`src/rtl/gpidx_pkg.sv`:
```
package gpidx_pkg;
  localparam int WORD_W   = 32;
  localparam int PIN_W    = 8;
  localparam int LPIN_W   = 5;
  localparam int GRP_W    = 2;
  localparam int BANKID_W = PIN_W - LPIN_W;
  localparam int TYPE_LO  = 16;
  localparam int CMD_BIT  = 12;
  localparam int PAY_LO   = 20;
  localparam int PAY_W    = 5;

  typedef enum logic [3:0] {
    T_DATA  = 4'd0,
    T_DIR   = 4'd1,
    T_INT   = 4'd2,
    T_DEB   = 4'd3,
    T_TOL   = 4'd4,
    T_CSRC  = 4'd5,
    T_IMASK = 4'd6
  } gpidx_type_e;

  typedef struct packed {
    logic [BANKID_W-1:0] bank;
    logic [LPIN_W-1:0]   lpin;
    logic [GRP_W-1:0]    grp;
    logic [3:0]          typ;
    logic [PAY_W-1:0]    pay;
  } gpidx_cmd_t;
endpackage

```
`src/rtl/gpidx_decode.sv`:
```
module gpidx_decode
  import gpidx_pkg::*;
#(
  parameter int ADDR_W     = 12,
  parameter int NUM_BANKS  = 2,
  parameter logic [ADDR_W-1:0] INDEX_ADDR = 12'h2AC
) (
  input  logic              valid_i,
  input  logic [ADDR_W-1:0] addr_i,
  input  logic [WORD_W-1:0] data_i,
  output logic              hit_o,
  output logic              bad_o,
  output logic              cmd_err_o,
  output gpidx_cmd_t        cmd_o
);
  logic [PIN_W-1:0] pin;
  logic unused_bits;

  assign hit_o = valid_i && (addr_i[ADDR_W-1:2] == INDEX_ADDR[ADDR_W-1:2]);
  assign pin   = data_i[PIN_W-1:0];

  always_comb begin
    cmd_o.bank = pin[PIN_W-1:LPIN_W];
    cmd_o.lpin = pin[LPIN_W-1:0];
    cmd_o.grp  = pin[LPIN_W-1:LPIN_W-GRP_W];
    cmd_o.typ  = data_i[TYPE_LO+3:TYPE_LO];
    cmd_o.pay  = data_i[PAY_LO+PAY_W-1:PAY_LO];
  end

  assign bad_o     = (data_i[TYPE_LO+3:TYPE_LO] > 4'd6) ||
                     (int'(pin[PIN_W-1:LPIN_W]) >= NUM_BANKS);
  assign cmd_err_o = data_i[CMD_BIT];
  assign unused_bits = ^{addr_i[1:0], data_i[WORD_W-1:PAY_LO+PAY_W],
                         data_i[TYPE_LO-1:CMD_BIT+1], data_i[CMD_BIT-1:PIN_W]};
endmodule

```
`src/rtl/gpidx_bank.sv`:
```
module gpidx_bank
  import gpidx_pkg::*;
#(
  parameter logic [31:0] IN_CAP    = 32'hFFFF_FFFF,
  parameter logic [31:0] OUT_CAP   = 32'hFFFF_FFFF,
  parameter logic [31:0] CSRC_MASK = 32'h0101_0101
) (
  input  logic        clk,
  input  logic        rst,
  input  logic        we_i,
  input  gpidx_cmd_t  cmd_i,
  input  logic [31:0] evt_i,
  output logic [31:0] data_q,
  output logic [31:0] dir_q,
  output logic [31:0] inten_q,
  output logic [31:0] sens0_q,
  output logic [31:0] sens1_q,
  output logic [31:0] sens2_q,
  output logic [31:0] status_q,
  output logic [31:0] deb1_q,
  output logic [31:0] deb2_q,
  output logic [31:0] tol_q,
  output logic [31:0] imask_q,
  output logic [31:0] cs0_q,
  output logic [31:0] cs1_q,
  output logic        cleared_o,
  output logic [5:0]  added_o
);
  logic [31:0] oh, cs_oh, st_clr, st_kept, st_next, dir_dep;

  function automatic logic [31:0] dep(input logic [31:0] w, input logic [31:0] sel, input logic b);
    return (w & ~sel) | (b ? sel : 32'h0);
  endfunction

  always_comb begin
    oh      = 32'h1 << cmd_i.lpin;
    cs_oh   = 32'h1 << {cmd_i.grp, 3'b000};
    st_clr  = (we_i && cmd_i.typ == T_INT && cmd_i.pay[4]) ? oh : 32'h0;
    st_kept = status_q & ~st_clr;
    st_next = st_kept | evt_i;
    dir_dep = dep(dir_q, oh, cmd_i.pay[0]);
  end

  assign cleared_o = |(status_q & st_clr);
  assign added_o   = 6'($countones(evt_i & ~st_kept));

  always_ff @(posedge clk) begin
    if (rst) begin
      data_q <= '0; dir_q <= '0; inten_q <= '0; sens0_q <= '0;
      sens1_q <= '0; sens2_q <= '0; status_q <= '0; deb1_q <= '0;
      deb2_q <= '0; tol_q <= '0; imask_q <= '0; cs0_q <= '0; cs1_q <= '0;
    end else begin
      status_q <= st_next;
      if (we_i) begin
        case (cmd_i.typ)
          T_DATA:  data_q <= dep(data_q, oh, cmd_i.pay[0]) & OUT_CAP;
          T_DIR:   dir_q  <= (dir_dep | ~IN_CAP) & OUT_CAP;
          T_INT: begin
            inten_q <= dep(inten_q, oh, cmd_i.pay[0]);
            sens0_q <= dep(sens0_q, oh, cmd_i.pay[1]);
            sens1_q <= dep(sens1_q, oh, cmd_i.pay[2]);
            sens2_q <= dep(sens2_q, oh, cmd_i.pay[3]);
          end
          T_DEB: begin
            deb1_q <= dep(deb1_q, oh, cmd_i.pay[0]);
            deb2_q <= dep(deb2_q, oh, cmd_i.pay[1]);
          end
          T_TOL:   tol_q <= dep(tol_q, oh, cmd_i.pay[0]);
          T_CSRC: begin
            cs0_q <= dep(cs0_q, cs_oh, cmd_i.pay[0]) & CSRC_MASK;
            cs1_q <= dep(cs1_q, cs_oh, cmd_i.pay[1]) & CSRC_MASK;
          end
          T_IMASK: imask_q <= dep(imask_q, oh, cmd_i.pay[0]) & IN_CAP;
          default: ;
        endcase
      end
    end
  end

  // a clear without a same-pin event leaves that status bit low
  p_w1c_r6: assert property (@(posedge clk) disable iff (rst)
    (we_i && cmd_i.typ == T_INT && cmd_i.pay[4] && !evt_i[cmd_i.lpin])
      |=> !status_q[$past(cmd_i.lpin)]);
  // an event always leaves its status bit set
  p_evt_sets_r6: assert property (@(posedge clk) disable iff (rst)
    (evt_i != 32'h0) |=> (($past(evt_i) & ~status_q) == 32'h0));
endmodule

```
`src/rtl/gpidx_pend.sv`:
```
module gpidx_pend #(
  parameter int NUM_BANKS = 2,
  parameter int CNT_W     = 7
) (
  input  logic                      clk,
  input  logic                      rst,
  input  logic [NUM_BANKS-1:0]      cleared_i,
  input  logic [NUM_BANKS-1:0][5:0] added_i,
  output logic [CNT_W-1:0]          pend_q
);
  logic [CNT_W:0] up_sum, dn_sum, grown;

  always_comb begin
    up_sum = '0;
    dn_sum = '0;
    for (int b = 0; b < NUM_BANKS; b++) begin
      up_sum = up_sum + (CNT_W+1)'(added_i[b]);
      dn_sum = dn_sum + (CNT_W+1)'(cleared_i[b]);
    end
    grown = (CNT_W+1)'(pend_q) + up_sum;
  end

  always_ff @(posedge clk) begin
    if (rst)                  pend_q <= '0;
    else if (grown >= dn_sum) pend_q <= CNT_W'(grown - dn_sum);
    else                      pend_q <= '0;
  end

  // with no new events the count never grows, and zero stays zero
  p_no_underflow_r7: assert property (@(posedge clk) disable iff (rst)
    (pend_q == '0 && up_sum == '0) |=> (pend_q == '0));
  p_no_growth_r7: assert property (@(posedge clk) disable iff (rst)
    (up_sum == '0) |=> (pend_q <= $past(pend_q)));
endmodule

```
`src/rtl/gpidx_wr_decoder.sv`:
```
module gpidx_wr_decoder
  import gpidx_pkg::*;
#(
  parameter int ADDR_W    = 12,
  parameter int NUM_BANKS = 2,
  parameter logic [ADDR_W-1:0] INDEX_ADDR = 12'h2AC,
  parameter logic [NUM_BANKS*32-1:0] IN_CAP  = {32'hFFFF_FFFF, 32'h0000_FFFF},
  parameter logic [NUM_BANKS*32-1:0] OUT_CAP = {32'hFFFF_FFFF, 32'h00FF_00FF},
  parameter logic [31:0] CSRC_MASK = 32'h0101_0101,
  localparam int NPINS = NUM_BANKS * 32,
  localparam int CNT_W = $clog2(NPINS + 1)
) (
  input  logic                clk,
  input  logic                rst,
  input  logic                wr_valid_i,
  input  logic [ADDR_W-1:0]   wr_addr_i,
  input  logic [31:0]         wr_data_i,
  input  logic [NPINS-1:0]    evt_i,
  output logic [NPINS-1:0]    data_o,
  output logic [NPINS-1:0]    dir_o,
  output logic [NPINS-1:0]    int_en_o,
  output logic [NPINS-1:0]    sens0_o,
  output logic [NPINS-1:0]    sens1_o,
  output logic [NPINS-1:0]    sens2_o,
  output logic [NPINS-1:0]    status_o,
  output logic [NPINS-1:0]    deb1_o,
  output logic [NPINS-1:0]    deb2_o,
  output logic [NPINS-1:0]    rst_tol_o,
  output logic [NPINS-1:0]    in_mask_o,
  output logic [NPINS-1:0]    cmd_src0_o,
  output logic [NPINS-1:0]    cmd_src1_o,
  output logic [CNT_W-1:0]    pending_o,
  output logic                err_o,
  output logic                upd_o,
  output logic [BANKID_W-1:0] upd_bank_o
);
  logic       d_hit, d_bad, d_cmd_err, accept, strobe_type;
  gpidx_cmd_t d_cmd;
  logic [NUM_BANKS-1:0]      bank_clr;
  logic [NUM_BANKS-1:0][5:0] bank_add;

  gpidx_decode #(.ADDR_W(ADDR_W), .NUM_BANKS(NUM_BANKS), .INDEX_ADDR(INDEX_ADDR)) u_dec (
    .valid_i(wr_valid_i), .addr_i(wr_addr_i), .data_i(wr_data_i),
    .hit_o(d_hit), .bad_o(d_bad), .cmd_err_o(d_cmd_err), .cmd_o(d_cmd)
  );

  assign accept      = d_hit && !d_bad;
  assign strobe_type = (d_cmd.typ == T_DATA) || (d_cmd.typ == T_DIR) ||
                       (d_cmd.typ == T_INT)  || (d_cmd.typ == T_IMASK);

  for (genvar b = 0; b < NUM_BANKS; b++) begin : g_bank
    gpidx_bank #(
      .IN_CAP(IN_CAP[b*32 +: 32]), .OUT_CAP(OUT_CAP[b*32 +: 32]), .CSRC_MASK(CSRC_MASK)
    ) u_bank (
      .clk(clk), .rst(rst),
      .we_i(accept && (int'(d_cmd.bank) == b)),
      .cmd_i(d_cmd), .evt_i(evt_i[b*32 +: 32]),
      .data_q(data_o[b*32 +: 32]), .dir_q(dir_o[b*32 +: 32]),
      .inten_q(int_en_o[b*32 +: 32]), .sens0_q(sens0_o[b*32 +: 32]),
      .sens1_q(sens1_o[b*32 +: 32]), .sens2_q(sens2_o[b*32 +: 32]),
      .status_q(status_o[b*32 +: 32]), .deb1_q(deb1_o[b*32 +: 32]),
      .deb2_q(deb2_o[b*32 +: 32]), .tol_q(rst_tol_o[b*32 +: 32]),
      .imask_q(in_mask_o[b*32 +: 32]), .cs0_q(cmd_src0_o[b*32 +: 32]),
      .cs1_q(cmd_src1_o[b*32 +: 32]),
      .cleared_o(bank_clr[b]), .added_o(bank_add[b])
    );
  end

  gpidx_pend #(.NUM_BANKS(NUM_BANKS), .CNT_W(CNT_W)) u_pend (
    .clk(clk), .rst(rst), .cleared_i(bank_clr), .added_i(bank_add), .pend_q(pending_o)
  );

  always_ff @(posedge clk) begin
    if (rst) begin
      err_o      <= 1'b0;
      upd_o      <= 1'b0;
      upd_bank_o <= '0;
    end else begin
      err_o <= d_hit && (d_bad || d_cmd_err);
      upd_o <= accept && strobe_type;
      if (accept && strobe_type) upd_bank_o <= d_cmd.bank;
    end
  end

  // writes that miss the index register leave no strobe and no error
  p_ignore_r1: assert property (@(posedge clk) disable iff (rst)
    !d_hit |=> (!upd_o && !err_o));
  // a set command bit is always reported
  p_cmd_err_r11: assert property (@(posedge clk) disable iff (rst)
    (d_hit && d_cmd_err) |=> err_o);
  // a rejected write changes no bank state except event-driven status
  p_reject_r12: assert property (@(posedge clk) disable iff (rst)
    (d_hit && d_bad) |=> (err_o && !upd_o && $stable(data_o) && $stable(dir_o) &&
      $stable(int_en_o) && $stable(in_mask_o) && $stable(rst_tol_o) && $stable(cmd_src0_o)));
  // the strobe only follows an accepted write
  p_upd_src_r13: assert property (@(posedge clk) disable iff (rst)
    upd_o |-> $past(accept));
endmodule

```
`config.mk`:
```
export PLATFORM = sky130hd
export DESIGN_NAME = gpidx_wr_decoder
export DESIGN_NICKNAME = d
export VERILOG_FILES = /design/src/rtl/gpidx_pkg.sv /design/src/rtl/gpidx_decode.sv /design/src/rtl/gpidx_bank.sv /design/src/rtl/gpidx_pend.sv /design/src/rtl/gpidx_wr_decoder.sv
export SDC_FILE = /design/constraint.sdc
export NUM_CORES = 2
export LEC_CHECK = 0
export BUFFER_PORTS_ARGS = -buffer_cell sky130_fd_sc_hd__buf_4
export CORE_AREA = 2 2 373 375
export CTS_BUF_LIST = sky130_fd_sc_hd__clkbuf_16
export CTS_CLUSTER_DIAMETER = 60
export DETAILED_ROUTE_END_ITERATION = 6
export DIE_AREA = 0 0 375 377
export RECOVER_POWER = 50
export SETUP_SLACK_MARGIN = 0.2
export SYNTH_ARGS = -nofsm -noshare
export SYNTH_HDL_FRONTEND = slang
export SYNTH_SLANG_ARGS = --single-unit
```
`constraint.sdc`:
```
create_clock -name clk -period 7.6 [get_ports clk]
set_input_delay 0 -clock clk [delete_from_list [all_inputs] [get_ports clk]]
set_output_delay 0 -clock clk [all_outputs]
set_load 0.03 [all_outputs]
```
[After elaboration in Yosys (flattened, before gate mapping)]
Cells that the tools add are included.
Storage, ports and cells
  bits in registers: 677
  input bits: 111
  logic and storage cells: 215
Cells by class
  magnitude comparators: 3
  add/subtract/negate cells: 66
  reductions and logical operators: 35
  muxes and demuxes: 8
  bitwise gates (word level): 63
  equality and inequality tests: 8
  shift-type cells: 2
Operators with widths (count)
  32-bit AND: 23
  32-bit bitwise OR: 19
  32-bit 2-to-1 mux: 6
  6-bit adder: 30
  32-bit inverter: 5
  25-bit AND: 4
  25-bit bitwise OR: 4
  1-bit by 1-bit adder with 2-bit output: 33
  32-bit OR reduction: 2
  25-bit 2-to-1 mux: 2
  1-bit by 5-bit left shift with 32-bit output, first input constant: 1
  2-bit AND reduction: 14
  25-bit inverter: 1
  1-bit by 5-bit left shift with 25-bit output, first input constant: 1
  24-bit AND: 1
  24-bit bitwise OR: 1
  16-bit AND: 1
  16-bit bitwise OR: 1
  4-bit by 3-bit == test with 1-bit output, second input constant: 3
  10-bit by 8-bit == test with 1-bit output, second input constant: 1
  1-bit logical AND: 10
  7-bit by 7-bit adder with 8-bit output: 1
  8-bit AND: 1
  4-bit by 2-bit == test with 1-bit output, second input constant: 2
  other kinds (14): 18

[Depth between registers and ports, before layout]
  depth in word-level cells: 22
  mapped depth: 32

[Modules after synthesis]
A second synthesis with hierarchy kept.
Unflattened totals
  cells, all modules: 3759
  area, all modules: 30800.8 µm²
By module, submodules not included
  gpidx_bank at g_bank[1].u_bank: instances 1, seq. area each 7206.9 µm², cells each 1932, area each 15574.9 µm²
  gpidx_bank at g_bank[0].u_bank: instances 1, seq. area each 6105.9 µm², cells each 1703, area each 14013.4 µm²
  gpidx_pend: instances 1, seq. area each 140.1 µm², cells each 75, area each 762.0 µm²
  gpidx_wr_decoder: instances 1, seq. area each 100.1 µm², cells each 22, area each 247.7 µm²
  gpidx_decode: instances 1, seq. area each 0.0 µm², cells each 27, area each 202.7 µm²

[Least setup slack after synthesis]
Ideal clock, no wire load.
  path kind: input to register
  start: input wr_addr_i[6]
  end: register u_pend.pend_q[2]
  slack: 0.164 ns
  data required time: 7.480 ns
  cell stages on the path: 26
  arrival time: 7.316 ns
  cells stage by stage: and4bb_2 nand4_4 nor4_4 nand2_1 clkbuf_1 o21ai_0 and2_1 ha_1 inv_1 fa_1 inv_1 fa_1 fa_1 fa_1 inv_1 fa_1 inv_1 ha_1 fa_1 inv_1 fa_1 fa_1 or3b_2 nor3_1 a41o_1 nor2_1
Between the ends
  longest elaborated chain between the ends: 21
  elaborated cells between the ends (all ways): 92
Ends and longest elaborated chain
  start: declaration: RTL line gpidx_wr_decoder.sv:16  | input logic [ADDR_W-1:0] wr_addr_i,
  10-bit by 8-bit == test with 1-bit output (*): RTL line gpidx_decode.sv:19  | assign hit_o = valid_i && (addr_i[ADDR_W-1:2] == INDEX_ADDR[ADDR_W-1:2]);
  1-bit logical AND (*): RTL line gpidx_decode.sv:19
  1-bit logical AND (*): RTL line gpidx_wr_decoder.sv:47  | assign accept = d_hit && !d_bad;
  1-bit logical AND: RTL line gpidx_wr_decoder.sv:56  | .we_i(accept && (int'(d_cmd.bank) == b)),
  1-bit logical AND (2 in series): RTL line gpidx_bank.sv:38  | st_clr = (we_i && cmd_i.typ == T_INT && cmd_i.pay[4]) ? oh : 32'h0;
  32-bit 2-to-1 mux: RTL line gpidx_bank.sv:38
  32-bit inverter: RTL line gpidx_bank.sv:39  | st_kept = status_q & ~st_clr;
  32-bit AND: RTL line gpidx_bank.sv:39
  32-bit inverter: RTL line gpidx_bank.sv:45  | assign added_o = 6'($countones(evt_i & ~st_kept));
  32-bit AND: RTL line gpidx_bank.sv:45
  1-bit by 1-bit adder with 2-bit output (implied by the code): RTL line gpidx_bank.sv:45
  6-bit adder (implied by the code) (4 in series): RTL line gpidx_bank.sv:45
  6-bit by 6-bit adder with 7-bit output: RTL line gpidx_pend.sv:17  | up_sum = up_sum + (CNT_W+1)'(added_i[b]);
  7-bit by 7-bit adder with 8-bit output: RTL line gpidx_pend.sv:20  | grown = (CNT_W+1)'(pend_q) + up_sum;
  8-bit by 2-bit greater-or-equal comparator with 1-bit output: RTL line gpidx_pend.sv:25  | else if (grown >= dn_sum) pend_q <= CNT_W'(grown - dn_sum);
  1-bit inverter (no line)
  2-bit OR reduction (no line)
  end signal: assignment: RTL line gpidx_pend.sv:25
  end: declaration: RTL line gpidx_pend.sv:9  | output logic [CNT_W-1:0] pend_q
Every way passes the cells marked *; elsewhere a longest branch is shown, timed or not.
A chain may end at the register's enable or synchronous reset.

[Worst setup path after layout]
  start: input wr_data_i[18]
  end: register u_pend.pend_q[3]
Between the ends
  longest elaborated chain between the ends: 22
  elaborated cells between the ends (all ways): 94
Ends and longest elaborated chain
  start: declaration: RTL line gpidx_wr_decoder.sv:17  | input logic [31:0] wr_data_i,
  4-bit by 3-bit greater-than comparator with 1-bit output: RTL line gpidx_decode.sv:30  | assign bad_o = (data_i[TYPE_LO+3:TYPE_LO] > 4'd6) ||
  1-bit logical OR: RTL line gpidx_decode.sv:30
  1-bit zero test: RTL line gpidx_wr_decoder.sv:47
  1-bit logical AND: RTL line gpidx_wr_decoder.sv:47
  1-bit logical AND: RTL line gpidx_wr_decoder.sv:56
  1-bit logical AND (2 in series): RTL line gpidx_bank.sv:38
  32-bit 2-to-1 mux: RTL line gpidx_bank.sv:38
  32-bit inverter: RTL line gpidx_bank.sv:39
  [2 not listed]
  32-bit AND: RTL line gpidx_bank.sv:45
  1-bit by 1-bit adder with 2-bit output (implied by the code): RTL line gpidx_bank.sv:45
  6-bit adder (implied by the code) (4 in series): RTL line gpidx_bank.sv:45
  6-bit by 6-bit adder with 7-bit output: RTL line gpidx_pend.sv:17
  7-bit by 7-bit adder with 8-bit output: RTL line gpidx_pend.sv:20
  8-bit by 2-bit greater-or-equal comparator with 1-bit output: RTL line gpidx_pend.sv:25
  1-bit inverter (no line)
  2-bit OR reduction (no line)
Several ways; a longest one is shown, not always the timed one.

==> impl_results.md <==
* Port buffer count at 778
* Least-Margin Pin Slew at 1.19 ns
* Main synth FF type: dfxtp_1
* Compound-Gate Fraction of Synth Area at 18.9%
* Post-layout util at 29.2%
* CTS sink count at 677
* # nets final at 5,005
* Max-slew headroom at 20.5%
* Post-synth cell types at 60
* Synth Register Bits at 677
* Commonest non-fill, non-tap cell in the layout: nand2_1
* # DRC at 0
* Most frequent cells in the layout: 741 x nand2_1, 677 x dfxtp_1, 673 x clkbuf_1, 665 x a21oi_1, 365 x o21ai_0
* Sequential-to-total area share from yosys stat at 44.9%
* Area contributors post-synth: dfxtp_1 45%, a21oi_1 11%, nand2_1 9.3%
* Largest net degree at the start of global routing at 191
* Min Tclk post-route at 7.17 ns
* Met2 wire length at 79,700 µm
* Gp weighted congestion at 0.923
* Critical path endpoint category: flop
* Hold Crit Depth at 5
* Final setup violation count at 0
* Min Hold Slack at 0.0580 ns
* Setup Skew at 0.0270 ns
* Xor/xnor share of the synthesized area at 0.435%
* Slew Limit Fails at 0
* Fmax achieved at 140 MHz
* Kind of critical path: in2reg
* MaxCap Viol Count at 0
* DR pass1 iterations at 6
* Routed vias at 31,600
* Reg2reg path depth at 21
* GRT overflow at 0
* Adder-cell share of the synthesized area at 6.34%
* Tcrit/Tclk final at 94.3%
* Reg2reg setup slack at 0.72 ns
* Critical Path Start Type: primary input
* First-pass GRT wire length at 232,000 µm
* CTS tree: done
* Peak VDD IR at 992 µV
* Core area at 137,000 µm²
* Clk slew on worst S/H paths at 0.05 ns
* P_leak at 0.0143 µW
* Post-Synthesis Cells at 3,882
* Final HPWL DP at 123,000 µm
* Num CTS Buffers at 93
* Crit Path Max Fanout at 26
* Worst-Skew Late Latency at 0.70 ns
* Max Used Layer: met5
* Final wirelength at 171,000 µm
* Clock buffer depth at 3
* Met1 wire length at 69,500 µm
* H-tree depth at 3
* Total track usage at 23.1%
* Root buf cell: clkbuf_16
* Layout cell share with drive strength beyond 1 at 10.6%
* Syn-to-layout area delta at 32.4%
* Drt wl/cell at 25.6 µm
* Outcome: complete, no violations
* Data required, critical path at 8.17 ns
* DRT iter0 DRCs at 2,858
* Number of I/O pins at 955
* Die height at 377 µm
* Final Hold Viols at 0
* Initial antenna violation count at 13
* Post-synthesis simple-gate area fraction at 18.8%
* Synth area leader: dfxtp_1
* Die area at 141,000 µm²
* ANT nets after route at 0
* Row Count at 136
* Asr flop ratio synth at 0%
* RSZ-0062 raised after global routing: no
* Post-synth EDFFs at 0
* Yosys warning count at 0
* Multiplexer share of the synthesized area at 0.609%
* Largest family of logic cells by synthesized area: compound AO/OA/AOI/OAI gates
* Vias in the first global route at 29,900
* Die width at 375 µm
* Synth top area share at 44.9%
* Power per Cell Area at 380 nW/µm²
* Metal3 WL at 13,200 µm
* Initial core utilization at 22.0%
* Critical Path AT at 7.73 ns
* Min-delay worst type: in2reg
* Mapped Avg Cell Area at 7.78 µm²
* Cell Area, Synth at 30,200 µm²
* Detailed-route vias per instance at 4.74
## synth_stat cells (all sizes together), types with 5 or more instances
master / n
a31oi: 8
buf: 202
xnor2: 6
nand4: 10
ha: 57
fa: 60
dfxtp: 677
and2: 66
inv: 182
nor3b: 7
a22oi: 5
mux2i: 15
nand2: 752
xor2: 9
a21o: 5
nor3: 21
nor2b: 11
nand3: 218
o21ai: 410
a21oi: 667
nor2: 191
clkbuf: 244
nand2b: 10
## critical path, cell delays in order
cell and delay [ns]:
dlygate4sd3_1 0.54, buf_4 0.16, buf_4 0.18, nor4_4 0.33
buf_4 0.20, nand2_1 0.09, buf_12 0.17, o21ai_1 0.17
and2_1 0.16, ha_1 0.14, inv_1 0.06, fa_1 0.53
inv_1 0.05, fa_1 0.51, fa_1 0.58, fa_1 0.45
fa_1 0.55, ha_1 0.16, inv_1 0.05, fa_1 0.52
fa_1 0.48, fa_2 0.60, or3b_2 0.48, nor3_2 0.15
a41o_2 0.30, nor2_1 0.07
## layout make-up
cell class / count / area (µm²)
timing repair buffer: 1087 / 6010
tap: 1794 / 2240
fill: 15100 / 97000
antenna: 8 / 20.0
clock buffer: 97 / 2430
sequential: 677 / 13600
clock inverter: 73 / 518
multi-input combinational: 2736 / 14500
inverter: 182 / 683
## kinds of logic after synthesis
kind of cell,count (synthesis)
and+or+nand+nor,1309
AOI/OAI and AO/OA,1118
DFF,677
buffers and inverters,628
adders and majority gates,117
muxes,17
xor gates and xnor gates,15
other,1
## per-layer routing
metal	vias to the layer above	global-route usage (%)
li1	14400	-
met1	15400	28.5
met2	1466	38.4
met3	333	5.31
met4	4	10.1
met5	-	0
## timing repair
item / in CTS / in global routing
buffers inserted: 1 / 1
endpoints found under the setup margin: 7 / 7
pin swaps: 2 / 13
endpoints found under the hold margin: 335 / 1
hold buffers: 119 / 1
resized for setup: 1 / 47
## power breakdown
part           switching, µW  total [µW]  internal [µW]
Clock                   1830        4240           2410
Combinational           3730        7270           3530
Sequential              57.9        3690           3630
Total                   5620       15200           9570
## worst paths after layout
path | from | end
worst max register to register | g_bank[1].u_bank.status_q[11] | u_pend.pend_q[3]
worst max-delay path | wr_data_i[18] | u_pend.pend_q[3]
worst min-delay path | wr_data_i[24] | g_bank[1].u_bank.status_q[13]
worst min register to register | flop | flop
## per-stage QoR
stage	setup TNS [ns]	cell area, µm²	setup WS [ns]	power [µW]	std cells
after floorplan	0	30800	0.201	8140	4041
after global placement	-3.56	38200	-0.516	10400	6354
after detailed placement	-4.04	38200	-0.591	10400	6354
after CTS	0	42400	0.221	14800	6644
after global routing	0	40000	0.178	16100	6647
final	0	40000	0.433	15200	6654
(Power assumes the default switching activity.)
